[src/rtl/irq_seq_pkg.sv]
package irq_seq_pkg;
  // Number of context words saved on entry; slot order is fixed by R7.
  localparam int CTX_SLOTS = 13;

  typedef enum logic [1:0] {
    ST_IDLE  = 2'd0,
    ST_DRAIN = 2'd1,
    ST_PUSH  = 2'd2,
    ST_VEC   = 2'd3
  } seq_state_e;
endpackage

[src/rtl/irq_arbiter.sv]
module irq_arbiter #(
  parameter int NUM_LINES = 8,
  parameter logic [NUM_LINES-1:0] NMI_LINES = '0,
  localparam int IDX_W = (NUM_LINES > 1) ? $clog2(NUM_LINES) : 1
) (
  input  logic [NUM_LINES-1:0] flag_i,
  input  logic [NUM_LINES-1:0] en_i,
  input  logic                 gmask_i,
  input  logic                 sw_req_i,
  input  logic [IDX_W-1:0]     sw_num_i,
  output logic                 grant_o,
  output logic [IDX_W-1:0]     num_o,
  output logic [NUM_LINES-1:0] clr_o
);
  logic             nmi_hit, mk_hit;
  logic [IDX_W-1:0] nmi_idx, mk_idx;

  // Scan from the top so the lowest index is written last and wins.
  always_comb begin
    nmi_hit = 1'b0;
    mk_hit  = 1'b0;
    nmi_idx = '0;
    mk_idx  = '0;
    for (int i = NUM_LINES - 1; i >= 0; i--) begin
      if (flag_i[i] && NMI_LINES[i]) begin
        nmi_hit = 1'b1;
        nmi_idx = IDX_W'(i);
      end
      if (flag_i[i] && !NMI_LINES[i] && en_i[i] && !gmask_i) begin
        mk_hit = 1'b1;
        mk_idx = IDX_W'(i);
      end
    end
  end

  always_comb begin
    grant_o = sw_req_i | nmi_hit | mk_hit;
    clr_o   = '0;
    if (sw_req_i) begin
      num_o = sw_num_i;
    end else if (nmi_hit) begin
      num_o = nmi_idx;
      clr_o[nmi_idx] = 1'b1;
    end else begin
      num_o = mk_idx;
      clr_o[mk_idx] = mk_hit;
    end
  end
endmodule

[src/rtl/irq_push_engine.sv]
module irq_push_engine #(
  parameter int DATA_W = 16,
  parameter int ADDR_W = 16,
  parameter int SLOTS  = 13,
  localparam int CNT_W = $clog2(SLOTS)
) (
  input  logic                    clk,
  input  logic                    rst_n,
  input  logic                    start_i,
  input  logic [ADDR_W-1:0]       sp_i,
  input  logic                    advance_i,
  input  logic [SLOTS*DATA_W-1:0] ctx_i,
  output logic [ADDR_W-1:0]       addr_o,
  output logic [DATA_W-1:0]       data_o,
  output logic                    last_o
);
  logic [CNT_W-1:0]  slot_q, slot_d;
  logic [ADDR_W-1:0] addr_q, addr_d;

  always_comb begin
    slot_d = slot_q;
    addr_d = addr_q;
    if (start_i) begin
      slot_d = '0;
      addr_d = sp_i;
    end else if (advance_i) begin
      slot_d = slot_q + 1'b1;
      addr_d = addr_q + 1'b1;
    end
  end

  always_ff @(posedge clk or negedge rst_n) begin
    if (!rst_n) begin
      slot_q <= '0;
      addr_q <= '0;
    end else if (start_i || advance_i) begin
      slot_q <= slot_d;
      addr_q <= addr_d;
    end
  end

  assign last_o = (slot_q == CNT_W'(SLOTS - 1));
  assign addr_o = addr_q;
  assign data_o = ctx_i[slot_q*DATA_W +: DATA_W];
endmodule

[src/rtl/irq_entry_seq.sv]
module irq_entry_seq
  import irq_seq_pkg::*;
#(
  parameter int NUM_LINES = 8,
  parameter logic [NUM_LINES-1:0] NMI_LINES = 8'b0100_0000,
  parameter int DATA_W = 16,
  parameter int ADDR_W = 16,
  localparam int IDX_W = (NUM_LINES > 1) ? $clog2(NUM_LINES) : 1
) (
  input  logic                        clk,
  input  logic                        rst_n,
  input  logic [NUM_LINES-1:0]        irq_flag_i,
  input  logic [NUM_LINES-1:0]        irq_en_i,
  input  logic                        gmask_i,
  input  logic                        sw_req_i,
  input  logic [IDX_W-1:0]            sw_num_i,
  input  logic [CTX_SLOTS*DATA_W-1:0] ctx_i,
  input  logic [ADDR_W-1:0]           sp_i,
  input  logic                        instr_done_i,
  input  logic                        push_ready_i,
  output logic [NUM_LINES-1:0]        flag_clr_o,
  output logic                        gmask_set_o,
  output logic                        flush_o,
  output logic                        push_valid_o,
  output logic [ADDR_W-1:0]           push_addr_o,
  output logic [DATA_W-1:0]           push_data_o,
  output logic                        vec_valid_o,
  output logic [IDX_W-1:0]            vec_num_o
);
  // Reset asserts at once and releases on a clock edge.
  logic [1:0] rst_pipe_q;
  logic       rst_ok;
  always_ff @(posedge clk or negedge rst_n) begin
    if (!rst_n) rst_pipe_q <= 2'b00;
    else        rst_pipe_q <= {rst_pipe_q[0], 1'b1};
  end
  assign rst_ok = rst_pipe_q[1];

  seq_state_e       state_q, state_d;
  logic [IDX_W-1:0] vec_q;
  logic             grant, idle, approve, advance, last;
  logic [IDX_W-1:0] win_num;
  logic [NUM_LINES-1:0] win_clr;

  irq_arbiter #(.NUM_LINES(NUM_LINES), .NMI_LINES(NMI_LINES)) u_arb (
    .flag_i  (irq_flag_i),
    .en_i    (irq_en_i),
    .gmask_i (gmask_i),
    .sw_req_i(sw_req_i),
    .sw_num_i(sw_num_i),
    .grant_o (grant),
    .num_o   (win_num),
    .clr_o   (win_clr)
  );

  assign idle    = (state_q == ST_IDLE);
  assign approve = idle && grant;
  assign advance = (state_q == ST_PUSH) && push_ready_i;

  irq_push_engine #(.DATA_W(DATA_W), .ADDR_W(ADDR_W), .SLOTS(CTX_SLOTS)) u_push (
    .clk      (clk),
    .rst_n    (rst_ok),
    .start_i  (approve),
    .sp_i     (sp_i),
    .advance_i(advance),
    .ctx_i    (ctx_i),
    .addr_o   (push_addr_o),
    .data_o   (push_data_o),
    .last_o   (last)
  );

  always_comb begin
    state_d = state_q;
    unique case (state_q)
      ST_IDLE:  if (grant)        state_d = ST_DRAIN;
      ST_DRAIN: if (instr_done_i) state_d = ST_PUSH;
      ST_PUSH:  if (advance && last) state_d = ST_VEC;
      ST_VEC:                     state_d = ST_IDLE;
      default:                    state_d = ST_IDLE;
    endcase
  end

  always_ff @(posedge clk or negedge rst_ok) begin
    if (!rst_ok) state_q <= ST_IDLE;
    else         state_q <= state_d;
  end

  always_ff @(posedge clk or negedge rst_ok) begin
    if (!rst_ok)      vec_q <= '0;
    else if (approve) vec_q <= win_num;
  end

  assign flag_clr_o   = approve ? win_clr : '0;
  assign gmask_set_o  = approve;
  assign flush_o      = (state_q == ST_DRAIN);
  assign push_valid_o = (state_q == ST_PUSH);
  assign vec_valid_o  = (state_q == ST_VEC);
  assign vec_num_o    = vec_q;

  // at most one flag is cleared per approval
  p_clr_onehot_r5: assert property (@(posedge clk) disable iff (!rst_ok)
    $onehot0(flag_clr_o));
  // no push is offered while the flush is outstanding
  p_flush_excl_r6: assert property (@(posedge clk) disable iff (!rst_ok)
    flush_o |-> !push_valid_o);
  // a refused push stays offered at the same address
  p_stall_hold_r9: assert property (@(posedge clk) disable iff (!rst_ok)
    (push_valid_o && !push_ready_i) |=> (push_valid_o && $stable(push_addr_o)));
  // an accepted push that is not the last moves the address up by one
  p_addr_step_r8: assert property (@(posedge clk) disable iff (!rst_ok)
    (push_valid_o && push_ready_i && !last) |=>
      (push_addr_o == $past(push_addr_o) + 1'b1));
  // vector follows the final accepted push
  p_vec_follow_r10: assert property (@(posedge clk) disable iff (!rst_ok)
    (push_valid_o && push_ready_i && last) |=> vec_valid_o);
  // vector valid is a single-cycle pulse
  p_vec_pulse_r10: assert property (@(posedge clk) disable iff (!rst_ok)
    vec_valid_o |=> !vec_valid_o);
  // no approval strobe while a sequence is running
  p_no_regrant_r10: assert property (@(posedge clk) disable iff (!rst_ok)
    (flush_o || push_valid_o || vec_valid_o) |-> !gmask_set_o);
endmodule

[config.mk]
export PLATFORM = sky130hd
export DESIGN_NAME = irq_entry_seq
export DESIGN_NICKNAME = d
export VERILOG_FILES = /design/src/rtl/irq_seq_pkg.sv /design/src/rtl/irq_arbiter.sv /design/src/rtl/irq_push_engine.sv /design/src/rtl/irq_entry_seq.sv
export SDC_FILE = /design/constraint.sdc
export NUM_CORES = 1
export LEC_CHECK = 0
export BUFFER_PORTS_ARGS = -buffer_cell sky130_fd_sc_hd__buf_2
export CAP_MARGIN = 20
export CORE_AREA = 2 2 114 116
export DETAILED_ROUTE_END_ITERATION = 12
export DIE_AREA = 0 0 116 118
export GPL_ROUTABILITY_DRIVEN = 0
export GPL_TIMING_DRIVEN = 0
export HOLD_SLACK_MARGIN = 0.02
export PLACE_DENSITY = 0.73
export SYNTH_ARGS = -nofsm -noshare
export SYNTH_HDL_FRONTEND = slang
export SYNTH_SLANG_ARGS = --single-unit
export TNS_END_PERCENT = 1
[constraint.sdc]
create_clock -name clk -period 2.15 [get_ports clk]
set_input_delay 0.5375 -clock clk [delete_from_list [all_inputs] [get_ports clk]]
set_output_delay 0.5375 -clock clk [all_outputs]
set_load 0.03 [all_outputs]
==> key figures <==
Outcome
  – Status: finished with violations
  – Failing checks: negative setup slack

Power
  – Gate power share: 0.758
  – Max VDD drop: 0.0007614 V
  – Pint: 3.041 mW
  – Leakage: 2.568 nW
  – Sw Ratio: 0.4804
  – Seq pwr share: 0.170
  – Sw Pwr: 2.812 mW
  – Power Density: 1049 mW/mm²
  – Clock Power Share: 0.072

Synthesis
  – Syn Area/Cell: 10.47 µm²
  – Synth Instances: 321
  – Yosys warns: 0
  – Seq/Total Area, Yosys: 0.2011
  – Async S/R FF share, synth: 1.000
  – EDFF count, synth: 0
  – Synth Flop Type: dfrtp_1
  – Flops & latches, synth: 27
  – Area contributors post-synth: mux4_2 32%, dfrtp_1 20%, nand2_1 5.6%, a221oi_1 5.0%, a31oi_1 3.9%
  – Net count after synthesis: 577
  – Post-synth top area cell: mux4_2
  – Post-synthesis cell area: 0.003359 mm²
  – Share of the synthesized area in the top cell type: 0.3218
  – Yosys cell types: 48

Worst setup path
  – Slowest Stage Delay on Critical Path: 0.53 ns
  – Required time of the critical path: 1.61 ns
  – Critical-path top delay cell: mux4_2
  – CP arrival: 2.09 ns
  – Cell chain of the critical path: buf_6 > buf_12 > mux4_2 > a221oi_4 > a31oi_1 > buf_4
  – Type of origin of the critical path: register
  – Critical path class: reg -> out
  – Crit path capture type: output pin
  – Crit-path max FO: 7

Finish
  – # fillers: 1246
  – Non-filler cells, final: 802
  – Share of cells above drive strength 1: 0.6773
  – Synthesis-to-finish area growth: 66.07%
  – Final net count: 883
  – Post-route cell area: 0.005579 mm²
  – Footprint of the multi-input gates: 0.002736 mm²
  – Register area: 675.6 µm²

GRT
  – Largest net degree at the start of global routing: 26
  – Overall Global Routing Usage: 0.2188
  – Vias in the first global route: 4332
  – First-pass GRT wire length: 23380 µm
  – Initial antenna violation count: 4
  – GRT overflow: 0

Floorplan
  – Placeable Area: 0.01241 mm²
  – Die area: 0.01369 mm²
  – Site row count: 41
  – Ports: 296
  – Die span in x: 116 µm
  – Die Ht: 118 µm
  – Initial Util: 0.2706

STA
  – Slew margin rel.: 0.4049
  – Final Critical Period: 2.632 ns
  – Fmax: 380.0 MHz
  – Layout Skew: 0.002566 ns
  – Period utilisation layout: 1.224
  – Slew Limit Fails: 0
  – Setup tns final: -8.077 ns
  – Hold Vio Cnt, Final: 0
  – Tightest Pin Transition: 0.8888 ns
  – Setup ws final: -0.4817 ns
  – RSZ-0062 raised after global routing: true
  – Setup-failing EPs final: 23

CTS
  – CTS Buffer Depth: 2
  – Clock Pin Slew Worst Setup and Hold Paths: 0.06 ns
  – Hold_buf cts: 0
  – CTS tree: built
  – Num CTS Buffers: 3
  – Clock root buffer: clkbuf_16
  – Worst-Skew Late Latency: 0.26 ns
  – H-tree lvl count: 1
  – Sink Count: 27

Drt
  – Antenna Nets Post-Route: 0
  – Drt total wl: 15880 µm
  – Wire length on met2: 8022 µm
  – DRT Pass-1 Iters: 5
  – Vias per cell: 5.310
  – Iter 0 DRT Violations: 265
  – Vias: 4259
  – Wire per inst: 19.79 µm
  – DRC: 0
  – WL met1: 5681 µm
  – Met3 routed WL: 1530 µm
  – Uppermost layer routed: met4

Placed design
  – Area after DPL: 0.005110 mm²
  – Post-DP HPWL: 13340 µm
  – Placed cells: 787
  – PortBufs: 294

Job
  – Max cap viols: 0

Hold path
  – Worst hold path class: in -> async
[cell families (layout without fill, tap and decap cells)]
logic type	Yosys count	after routing	synth area share
and+or+nand+nor	100	100	0.1456
AOI/OAI and AO/OA	70	70	0.1575
muxes	62	62	0.3754
xor gates and xnor gates	14	14	0.03650
adders and majority gates	7	7	0.02607
other	1	5	0.001116
buffers and inverters	40	345	0.05661
DFF	27	27	0.2011
[Yosys cell counts (all sizes together), types with 5 or more instances]
| cell type | count |
|---|---|
| a31oi | 21 |
| a21oi | 5 |
| a221oi | 19 |
| nor2 | 9 |
| ha | 7 |
| o21ai | 5 |
| clkbuf | 14 |
| inv | 14 |
| mux4 | 48 |
| nand4 | 8 |
| nand2 | 50 |
| nor3 | 7 |
| xnor2 | 10 |
| buf | 11 |
| dfrtp | 27 |
| mux2 | 14 |
| nor4 | 6 |
[per-stage QoR]
step                setup slack [ns]  utilization  power [mW]  hold WS, ns
floorplan                    -0.1858            -       3.918       0.2419
global placement             -0.6654       0.4116       5.032       0.3235
detailed placement           -0.7191       0.4116       5.080       0.3231
CTS                          -0.4670       0.4412       5.805      0.04589
global route                 -0.5442       0.4494       6.209      0.03725
finish                       -0.4817       0.4494       5.852      0.04865
[area by class of cell]
type / instances / area share
buffer: 25 / 0.03678
antenna: 4 / 0.001794
tap: 172 / 0.03857
timing repair buffer: 301 / 0.2859
clock buffer: 4 / 0.01413
sequential: 27 / 0.1211
inverter: 15 / 0.01121
multi-input combinational: 254 / 0.4905
[worst paths after layout]
| kind | startpoint | end | slack (ns) | depth (start not counted) |
|---|---|---|---|---|
| worst min-delay path | rst_n | rst_pipe_q[0] | 0.05 | 1 |
| worst max-delay path | u_push.slot_q[0] | push_data_o[14] | -0.48 | 6 |
| min in group clk | rst_pipe_q[0] | rst_pipe_q[1] | 0.36 | 0 |
| worst max register to register | state_q[0] | u_push.addr_o[9] | 0.19 | 6 |
| max in group asynchronous | rst_pipe_q[1] | u_push.slot_q[0] | 1.65 | 1 |
| worst min register to register | rst_pipe_q[1] | u_push.addr_o[9] | 0.11 | 0 |
[cells in the final DEF (no fill, tap or decap), drive strengths merged]
| cell | Yosys | final |
|---|---|---|
| a31oi | 21 | 21 |
| nand3 | 4 | 4 |
| clkbuf | 14 | 18 |
| and2 | 4 | 4 |
| nor2b | 2 | 2 |
| nor2 | 9 | 9 |
| diode | 0 | 4 |
| or2 | 2 | 2 |
| nor4 | 6 | 6 |
| dfrtp | 27 | 27 |
| a21o | 1 | 1 |
| nor3 | 7 | 7 |
| xnor2 | 10 | 10 |
| o211ai | 2 | 2 |
| o21ai | 5 | 5 |
| a211oi | 4 | 4 |
| mux2 | 14 | 14 |
| clkinv | 1 | 1 |
| a221oi | 19 | 19 |
| a2bb2oi | 2 | 2 |
| ha | 7 | 7 |
| a22o | 2 | 2 |
| a31o | 3 | 3 |
| xor2 | 4 | 4 |
| conb | 1 | 1 |
| a22oi | 3 | 3 |
| o21a | 1 | 1 |
| mux4 | 48 | 48 |
| a222oi | 1 | 1 |
| o2111ai | 1 | 1 |
| nand4 | 8 | 8 |
| nand2 | 50 | 50 |
| and3b | 1 | 1 |
| a21oi | 5 | 5 |
| or3 | 3 | 3 |
| buf | 11 | 312 |
| and4 | 1 | 1 |
| nor4b | 2 | 2 |
| nor4bb | 1 | 1 |
| inv | 14 | 14 |
[power groups by stage]
stage,logic [mW],clock network [mW],registers (mW)
finish,4.44,0.420,0.996
global route,4.72,0.450,1.04
CTS,4.38,0.430,0.995
detailed placement,4.09,0,0.994
global placement,4.04,0,0.996
floorplan,2.61,0,1.31
[critical path: cells and delay by family (launching register included)]
family	cells	cell delay (ns)
multiplexers	1	0.53
buffers and inverters	3	0.48
flip-flops	1	0.37
AO/OA/AOI/OAI	2	0.45
[registers in the layout (all words and copies together), names as in the netlist]
register       count
rst_pipe_q         2
state_q            2
u_push.addr_o     16
u_push.slot_q      4
vec_num_o          3
[routing by layer]
layer | global-route usage | vias to the layer above
met4 | 0.09226 | 0
met3 | 0.05561 | 55
li1 | - | 1916
met5 | 0 | -
met1 | 0.2465 | 2012
met2 | 0.3856 | 276
[what timing repair did]
action	CTS	global route
pin swaps	6	4
resized for setup	66	13
setup buffers	5	1
gates cloned	0	0
setup endpoints to repair	24	31
Power figures use the tool's default switching activity.
